### src/rtl/rx_ring_pkg.sv
package rx_ring_pkg;
  localparam int BYTE_W = 8;
  localparam int CNT_W  = 16;

  // flag positions
  localparam int FLG_RX  = 0;
  localparam int FLG_ERR = 2;
  localparam int FLG_OVW = 4;
  localparam logic [BYTE_W-1:0] FLG_IMPL = 8'h15;

  // status byte positions
  localparam int STS_OK  = 0;
  localparam int STS_CRC = 1;
  localparam int STS_ALN = 2;
  localparam int STS_FOV = 3;

  typedef enum logic [2:0] {
    WR_IDLE, WR_DATA, WR_DROP, WR_H0, WR_H1, WR_H2, WR_H3
  } wr_state_e;

  function automatic logic [BYTE_W-1:0] mk_status(input logic [2:0] err);
    logic [BYTE_W-1:0] s;
    s          = '0;
    s[STS_OK]  = (err == 3'b000);
    s[STS_CRC] = err[0];
    s[STS_ALN] = err[1];
    s[STS_FOV] = err[2];
    return s;
  endfunction
endpackage

### src/rtl/ring_page_step.sv
module ring_page_step #(
  parameter int PAGE_W = 8
) (
  input  logic [PAGE_W-1:0] page_i,
  input  logic [PAGE_W-1:0] pg_start_i,
  input  logic [PAGE_W-1:0] pg_stop_i,
  input  logic [PAGE_W-1:0] bnd_pg_i,
  output logic [PAGE_W-1:0] next_o,
  output logic              hit_o
);
  logic [PAGE_W-1:0] inc;

  always_comb begin
    inc    = page_i + 1'b1;
    next_o = (inc == pg_stop_i) ? pg_start_i : inc;
    hit_o  = (next_o == bnd_pg_i);
  end
endmodule

### src/rtl/rx_frame_fsm.sv
module rx_frame_fsm
  import rx_ring_pkg::*;
#(
  parameter int PAGE_W    = 8,
  parameter int OFF_W     = 8,
  parameter int HDR_BYTES = 4
) (
  input  logic                    clk_i,
  input  logic                    rst_ni,
  input  logic                    rx_valid_i,
  input  logic [BYTE_W-1:0]       rx_data_i,
  input  logic                    rx_last_i,
  input  logic [2:0]              rx_err_i,
  output logic                    rx_ready_o,
  input  logic [PAGE_W-1:0]       pg_start_i,
  input  logic [PAGE_W-1:0]       pg_stop_i,
  input  logic [PAGE_W-1:0]       bnd_pg_i,
  input  logic                    cur_we_i,
  input  logic [PAGE_W-1:0]       cur_wdata_i,
  output logic [PAGE_W-1:0]       cur_page_o,
  output logic                    mem_we_o,
  output logic [PAGE_W+OFF_W-1:0] mem_addr_o,
  output logic [BYTE_W-1:0]       mem_wdata_o,
  output logic                    ev_rx_o,
  output logic                    ev_err_o,
  output logic                    ev_ovw_o
);
  localparam logic [OFF_W-1:0] DATA_OFF = OFF_W'(HDR_BYTES);
  localparam logic [CNT_W-1:0] HDR_CNT  = CNT_W'(HDR_BYTES);

  wr_state_e         state_q;
  logic [PAGE_W-1:0] cur_q, pg_q, hpg_q, nxt_q;
  logic [OFF_W-1:0]  off_q;
  logic [CNT_W-1:0]  len_q, cnt_q;
  logic [BYTE_W-1:0] sts_q;

  logic              in_idle, in_data, in_hdr, crossing, blocked, take, dwr, done;
  logic [PAGE_W-1:0] cross_pg, end_pg, wpage;
  logic              cross_hit, end_hit;
  logic [OFF_W-1:0]  woff, hoff;
  logic [CNT_W-1:0]  len_nx;
  logic [BYTE_W-1:0] hbyte;

  // page the data stream would enter after offset 255
  ring_page_step #(.PAGE_W(PAGE_W)) u_cross (
    .page_i(pg_q), .pg_start_i(pg_start_i), .pg_stop_i(pg_stop_i),
    .bnd_pg_i(bnd_pg_i), .next_o(cross_pg), .hit_o(cross_hit)
  );

  // page following the one this byte goes to (next-frame link)
  ring_page_step #(.PAGE_W(PAGE_W)) u_end (
    .page_i(wpage), .pg_start_i(pg_start_i), .pg_stop_i(pg_stop_i),
    .bnd_pg_i(bnd_pg_i), .next_o(end_pg), .hit_o(end_hit)
  );

  always_comb begin
    in_idle  = (state_q == WR_IDLE);
    in_data  = (state_q == WR_DATA);
    in_hdr   = (state_q == WR_H0) || (state_q == WR_H1) ||
               (state_q == WR_H2) || (state_q == WR_H3);
    done     = (state_q == WR_H3);
    crossing = in_data && (off_q == '0);
    wpage    = in_data ? (crossing ? cross_pg : pg_q) : cur_q;
    woff     = in_data ? off_q : DATA_OFF;
    blocked  = crossing && cross_hit;
    take     = rx_valid_i && (in_idle || in_data);
    dwr      = take && !blocked;
    len_nx   = in_idle ? CNT_W'(1) : len_q + 1'b1;
  end

  always_comb begin
    hoff  = '0;
    hbyte = sts_q;
    unique case (state_q)
      WR_H1:   begin hoff = OFF_W'(1); hbyte = nxt_q;        end
      WR_H2:   begin hoff = OFF_W'(2); hbyte = cnt_q[7:0];   end
      WR_H3:   begin hoff = OFF_W'(3); hbyte = cnt_q[15:8];  end
      default: begin hoff = '0;        hbyte = sts_q;        end
    endcase
  end

  always_comb begin
    rx_ready_o  = !in_hdr;
    mem_we_o    = in_hdr || dwr;
    mem_addr_o  = in_hdr ? {hpg_q, hoff} : {wpage, woff};
    mem_wdata_o = in_hdr ? hbyte : rx_data_i;
    cur_page_o  = cur_q;
    ev_rx_o     = done && sts_q[STS_OK];
    ev_err_o    = done && !sts_q[STS_OK];
    ev_ovw_o    = (take && blocked) || (dwr && rx_last_i && end_hit);
  end

  always_ff @(posedge clk_i or negedge rst_ni) begin
    if (!rst_ni) begin
      state_q <= WR_IDLE;
      cur_q   <= '0;
      pg_q    <= '0;
      hpg_q   <= '0;
      nxt_q   <= '0;
      off_q   <= '0;
      len_q   <= '0;
      cnt_q   <= '0;
      sts_q   <= '0;
    end else begin
      unique case (state_q)
        WR_IDLE, WR_DATA: begin
          if (take) begin
            if (blocked) begin
              state_q <= rx_last_i ? WR_IDLE : WR_DROP;
            end else begin
              pg_q  <= wpage;
              off_q <= woff + 1'b1;
              len_q <= len_nx;
              if (in_idle) hpg_q <= cur_q;
              if (!rx_last_i) begin
                state_q <= WR_DATA;
              end else if (end_hit) begin
                state_q <= WR_IDLE;
              end else begin
                nxt_q   <= end_pg;
                cnt_q   <= len_nx + HDR_CNT;
                sts_q   <= mk_status(rx_err_i);
                state_q <= WR_H0;
              end
            end
          end
        end
        WR_DROP: if (rx_valid_i && rx_last_i) state_q <= WR_IDLE;
        WR_H0:   state_q <= WR_H1;
        WR_H1:   state_q <= WR_H2;
        WR_H2:   state_q <= WR_H3;
        WR_H3:   state_q <= WR_IDLE;
        default: state_q <= WR_IDLE;
      endcase

      if (done)          cur_q <= nxt_q;
      else if (cur_we_i) cur_q <= cur_wdata_i;
    end
  end
endmodule

### src/rtl/rx_irq_flags.sv
module rx_irq_flags
  import rx_ring_pkg::*;
(
  input  logic              clk_i,
  input  logic              rst_ni,
  input  logic              ev_rx_i,
  input  logic              ev_err_i,
  input  logic              ev_ovw_i,
  input  logic [BYTE_W-1:0] clr_i,
  input  logic [BYTE_W-1:0] mask_i,
  output logic [BYTE_W-1:0] stat_o,
  output logic              irq_o
);
  logic [BYTE_W-1:0] set_v;

  always_comb begin
    set_v          = '0;
    set_v[FLG_RX]  = ev_rx_i;
    set_v[FLG_ERR] = ev_err_i;
    set_v[FLG_OVW] = ev_ovw_i;
  end

  for (genvar b = 0; b < BYTE_W; b++) begin : g_flag
    if (FLG_IMPL[b]) begin : g_impl
      logic f_q;
      // a new event wins over a clear in the same cycle
      always_ff @(posedge clk_i or negedge rst_ni) begin
        if (!rst_ni)       f_q <= 1'b0;
        else if (set_v[b]) f_q <= 1'b1;
        else if (clr_i[b]) f_q <= 1'b0;
      end
      assign stat_o[b] = f_q;
    end else begin : g_tie
      assign stat_o[b] = 1'b0;
    end
  end

  assign irq_o = |(stat_o & mask_i);
endmodule

### src/rtl/rx_ring_writer.sv
module rx_ring_writer
  import rx_ring_pkg::*;
#(
  parameter int PAGE_W = 8,
  parameter int OFF_W  = 8
) (
  input  logic                    clk_i,
  input  logic                    rst_ni,
  input  logic                    rx_valid_i,
  input  logic [7:0]              rx_data_i,
  input  logic                    rx_last_i,
  input  logic [2:0]              rx_err_i,
  output logic                    rx_ready_o,
  input  logic [PAGE_W-1:0]       pg_start_i,
  input  logic [PAGE_W-1:0]       pg_stop_i,
  input  logic [PAGE_W-1:0]       bnd_pg_i,
  input  logic                    cur_we_i,
  input  logic [PAGE_W-1:0]       cur_wdata_i,
  output logic [PAGE_W-1:0]       cur_page_o,
  input  logic [7:0]              int_mask_i,
  input  logic [7:0]              int_clr_i,
  output logic [7:0]              int_stat_o,
  output logic                    irq_o,
  output logic                    mem_we_o,
  output logic [PAGE_W+OFF_W-1:0] mem_addr_o,
  output logic [7:0]              mem_wdata_o
);
  localparam int HDR_BYTES = 4;

  logic ev_rx, ev_err, ev_ovw;

  rx_frame_fsm #(
    .PAGE_W(PAGE_W), .OFF_W(OFF_W), .HDR_BYTES(HDR_BYTES)
  ) u_fsm (
    .clk_i(clk_i), .rst_ni(rst_ni),
    .rx_valid_i(rx_valid_i), .rx_data_i(rx_data_i), .rx_last_i(rx_last_i),
    .rx_err_i(rx_err_i), .rx_ready_o(rx_ready_o),
    .pg_start_i(pg_start_i), .pg_stop_i(pg_stop_i), .bnd_pg_i(bnd_pg_i),
    .cur_we_i(cur_we_i), .cur_wdata_i(cur_wdata_i), .cur_page_o(cur_page_o),
    .mem_we_o(mem_we_o), .mem_addr_o(mem_addr_o), .mem_wdata_o(mem_wdata_o),
    .ev_rx_o(ev_rx), .ev_err_o(ev_err), .ev_ovw_o(ev_ovw)
  );

  rx_irq_flags u_flags (
    .clk_i(clk_i), .rst_ni(rst_ni),
    .ev_rx_i(ev_rx), .ev_err_i(ev_err), .ev_ovw_i(ev_ovw),
    .clr_i(int_clr_i), .mask_i(int_mask_i),
    .stat_o(int_stat_o), .irq_o(irq_o)
  );
endmodule

### config.mk
export PLATFORM = sky130hd
export DESIGN_NAME = rx_ring_writer
export DESIGN_NICKNAME = d
export VERILOG_FILES = /design/src/rtl/rx_ring_pkg.sv /design/src/rtl/ring_page_step.sv /design/src/rtl/rx_frame_fsm.sv /design/src/rtl/rx_irq_flags.sv /design/src/rtl/rx_ring_writer.sv
export SDC_FILE = /design/constraint.sdc
export NUM_CORES = 1
export LEC_CHECK = 0
export ABC_AREA = 1
export BUFFER_PORTS_ARGS = -buffer_cell sky130_fd_sc_hd__buf_4
export CORE_MARGIN = 5
export CORE_UTILIZATION = 34
export DETAILED_ROUTE_END_ITERATION = 7
export HOLD_SLACK_MARGIN = 0.1
export PLACE_DENSITY_LB_ADDON = 0.25
export SETUP_SLACK_MARGIN = 0.5
export SLEW_MARGIN = 10
export SYNTH_ARGS = -nofsm -noshare
export SYNTH_HDL_FRONTEND = slang
export SYNTH_SLANG_ARGS = --single-unit
export TNS_END_PERCENT = 5
### constraint.sdc
create_clock -name clk_i -period 5.1 [get_ports clk_i]
set_clock_uncertainty 0.15 [all_clocks]
set_input_delay 0.51 -clock clk_i [delete_from_list [all_inputs] [get_ports clk_i]]
set_output_delay 0.51 -clock clk_i [all_outputs]
set_load 0.005 [all_outputs]
==> flow_summary.toml <==
[floorplanning]
dieHeight_um = 143
fp.dieW_um = 143
initial_core_util_pct = 34.6
num_rows = 48
ios = 107
core_area_um2 = 17300
die_area_um2 = 20300

[synth]
synth-edff-count = 0
synth_seq_cells = 82
ys.flop_type = "dfrtp_1"
synthCells = 892
ys_seq_area_share_pct = 34.3
postSynthAreaPerCell_um2 = 6.71
synth_area_leader_cell = "dfrtp_1"
netlist_area_um2 = 5980
synth_cell_types = 41
ys_warn_count = 0
ys_top_cells_by_area = "dfrtp_1 (34%), nand2_1 (15%), inv_1 (8.8%)"
synth_top_area_share_pct = 34.3
ys_async_sr_fraction_pct = 100

[global_route]
antenna_found_initial = 0
grt_pass1_vias = 5512
grt_max_degree = 61
grt.total_usage_pct = 18.3
grt_pass1_wl_um = 29200
grt_overflow = 0

[clock_network]
clock-sinks = 82
numCtsBuffers = 9
cts.clk_slew.worst_paths_ns = 0.06
clockBufferDepth = 2
cts-root-buf = "clkbuf_16"
cts_tree = "built"
cts_htree_levels = 3
clock_latency_ns = 0.35

[worst_setup_path]
cp_slowest_cell = "dfrtp_1"
critical_path.top_delay_family = "simple AND/OR/NAND/NOR gates"
rrSetupSlack_ns = 0.63
crit_top_cell = "nand2_2"
worst-path-stages = 33
worst_r2r_path_depth = 33
critPathArrivalTime_ns = 4.56
endpoint_kind = "register"
crit_type = "reg -> reg"
crit_fanout = 8
worst-endpoint-required_ns = 5.18
crit_path_start_kind = "register"
slowest_delay_ns = 0.42
critPathBufInv = 4

[timing]
worst_slew_pin_slew_ns = 0.813
maxSlewViolCount = 0
fin_crit_sh_pct = 87.7
slew-limit-headroom_pct = 45.6
hold_slack_ns = 0.197
hold_violations = 0
layout_setup_ws_ns = 0.627
finalSetupViolCount = 0
max_freq_mhz = 224
fin_crit_ns = 4.47
tns_ns = 0
grt_setup_unrepaired = "yes"

[flow_run]
cap_violations = 0

[final_layout]
final_cells = 1235
area_growth_pct = 27.6
layout.area.seq_um2 = 2050
drive_gt1_share_pct = 23.6
nets = 1073
multi_input_area_um2 = 3410
final_util_pct = 44.1
final_area_um2 = 7630
fillers = 1825

[detailed_routing]
drt_pass1_iterations = 5
drtIter0Drc = 440
drc = 0
wirelength_um = 19200
detail_route.vias_per_cell = 4.94
ant_nets = 0
wl_per_cell_um = 15.6
routed-via-count = 6101

[placement]
pre_cts_slack_ns = 0.408
io_buffers = 91
place_area_um2 = 6850
dp.cells = 1190
gp_congestion = 0.919
dp_hpwl_um = 14500

[status]
status = "finished, final reports clean"

[power]
p_total_mw = 4.37
peakVddDrop_v = 0.000227
p_per_area_nw_per_um2 = 573
p_leak_nw = 3.69

[min_path]
worstHoldPathCells = 2
hp-class = "in -> reg"
## path summary, 6_finish.rpt
check                               start                      endpoint
setup / recovery            u_fsm.pg_q[0]               u_fsm.cnt_q[12]
hold / removal               int_clr_i[4]  u_flags.g_flag[4].g_impl.f_q
min in group asynchronous          rst_ni               u_fsm.len_q[12]
hold reg to reg            u_fsm.hpg_q[3]                u_fsm.hpg_q[3]
setup reg to reg            u_fsm.pg_q[0]               u_fsm.cnt_q[12]
max in group asynchronous          rst_ni           u_fsm.cur_page_o[3]
## routing by layer
layer | up-vias | part of all wire [%] | global-route usage [%]
li1 | 3113 | - | -
met1 | 2804 | 45 | 24.8
met2 | 160 | 47 | 29.6
met5 | - | 0 | 0
met3 | 24 | 6.1 | 3.65
met4 | 0 | 1.7 | 5.40
## kinds of logic after synthesis
kind of cell / count (synthesis) / share of synthesized area [%]
other: 1 / 0.0627
xor gates and xnor gates: 19 / 2.78
DFF: 82 / 34.3
AOI/OAI and AO/OA: 137 / 13.9
and+or+nand+nor: 468 / 35.3
buffers and inverters: 179 / 12.5
muxes: 1 / 0.188
adders and majority gates: 5 / 1.05
## power by group
group	switching, mW	total [mW]	leakage [nW]	internal [mW]
sequential	0.179	1.07	1.07	0.893
clock	0.265	0.619	0.145	0.354
combinational	1.67	2.68	2.48	1.02
total	2.11	4.37	3.69	2.26
## timing repair
item                                    in CTS  in global routing
pin swaps                                    0                 37
gates cloned                                 0                  5
endpoints found under the setup margin      24                 31
hold buffers                                 1                  0
resized for setup                            2                 58
buffers inserted                             0                 22
endpoints found under the hold margin       22                  0
## Yosys cell counts (7+ instances only)
cell      instances
nor2_1           67
clkbuf_1         14
xnor2_1           7
nand3_1          81
nor2_2            9
inv_1           140
buf_4            11
o21ai_0          64
o21ai_1          18
o211ai_1          9
xor2_1           12
a21oi_1          10
nand4_1          25
o21ai_2          14
nor3_1           18
nand2_2          11
dfrtp_1          82
o221ai_1          7
nand2_1         236
## placed cells by master (no fill, tap or decap), drive strengths merged, types with 4 or more instances in the layout
cell type,synthesis,final
ha,5,5
nand4,25,25
conb,1,5
dfrtp,82,82
nand2,247,247
or2,4,4
xnor2,7,7
nor2,81,81
xor2,12,12
o221ai,7,7
o211ai,10,10
buf,20,126
nand3,87,88
inv,145,145
a21oi,10,10
nor3,18,18
clkinv,0,6
o21ai,96,96
o2111ai,5,5
clkbuf,14,13
## area by class of cell
cell class	instances	share of cell area (%)
diodes	1	0.0328
repair inverters	1	0.115
clock buffers	11	3.31
multi-input cells	636	44.7
repair buffers	129	13.6
well taps	225	3.69
inverters	145	7.29
clock inverters	5	0.377
flip-flops and latches	82	26.9
## registers in the layout, summed over array words and instances, names as in the netlist
| name | cells |
|---|---|
| u_fsm.cnt_q | 16 |
| u_fsm.len_q | 16 |
| u_fsm.cur_page_o | 8 |
| u_fsm.hpg_q | 8 |
| u_fsm.nxt_q | 8 |
| u_fsm.off_q | 8 |
| u_fsm.pg_q | 8 |
| u_fsm.sts_q | 4 |
| u_flags.g_flag.g_impl.f_q | 3 |
| u_fsm.state_q | 3 |
No activity file was read; power rests on OpenSTA's default activity.
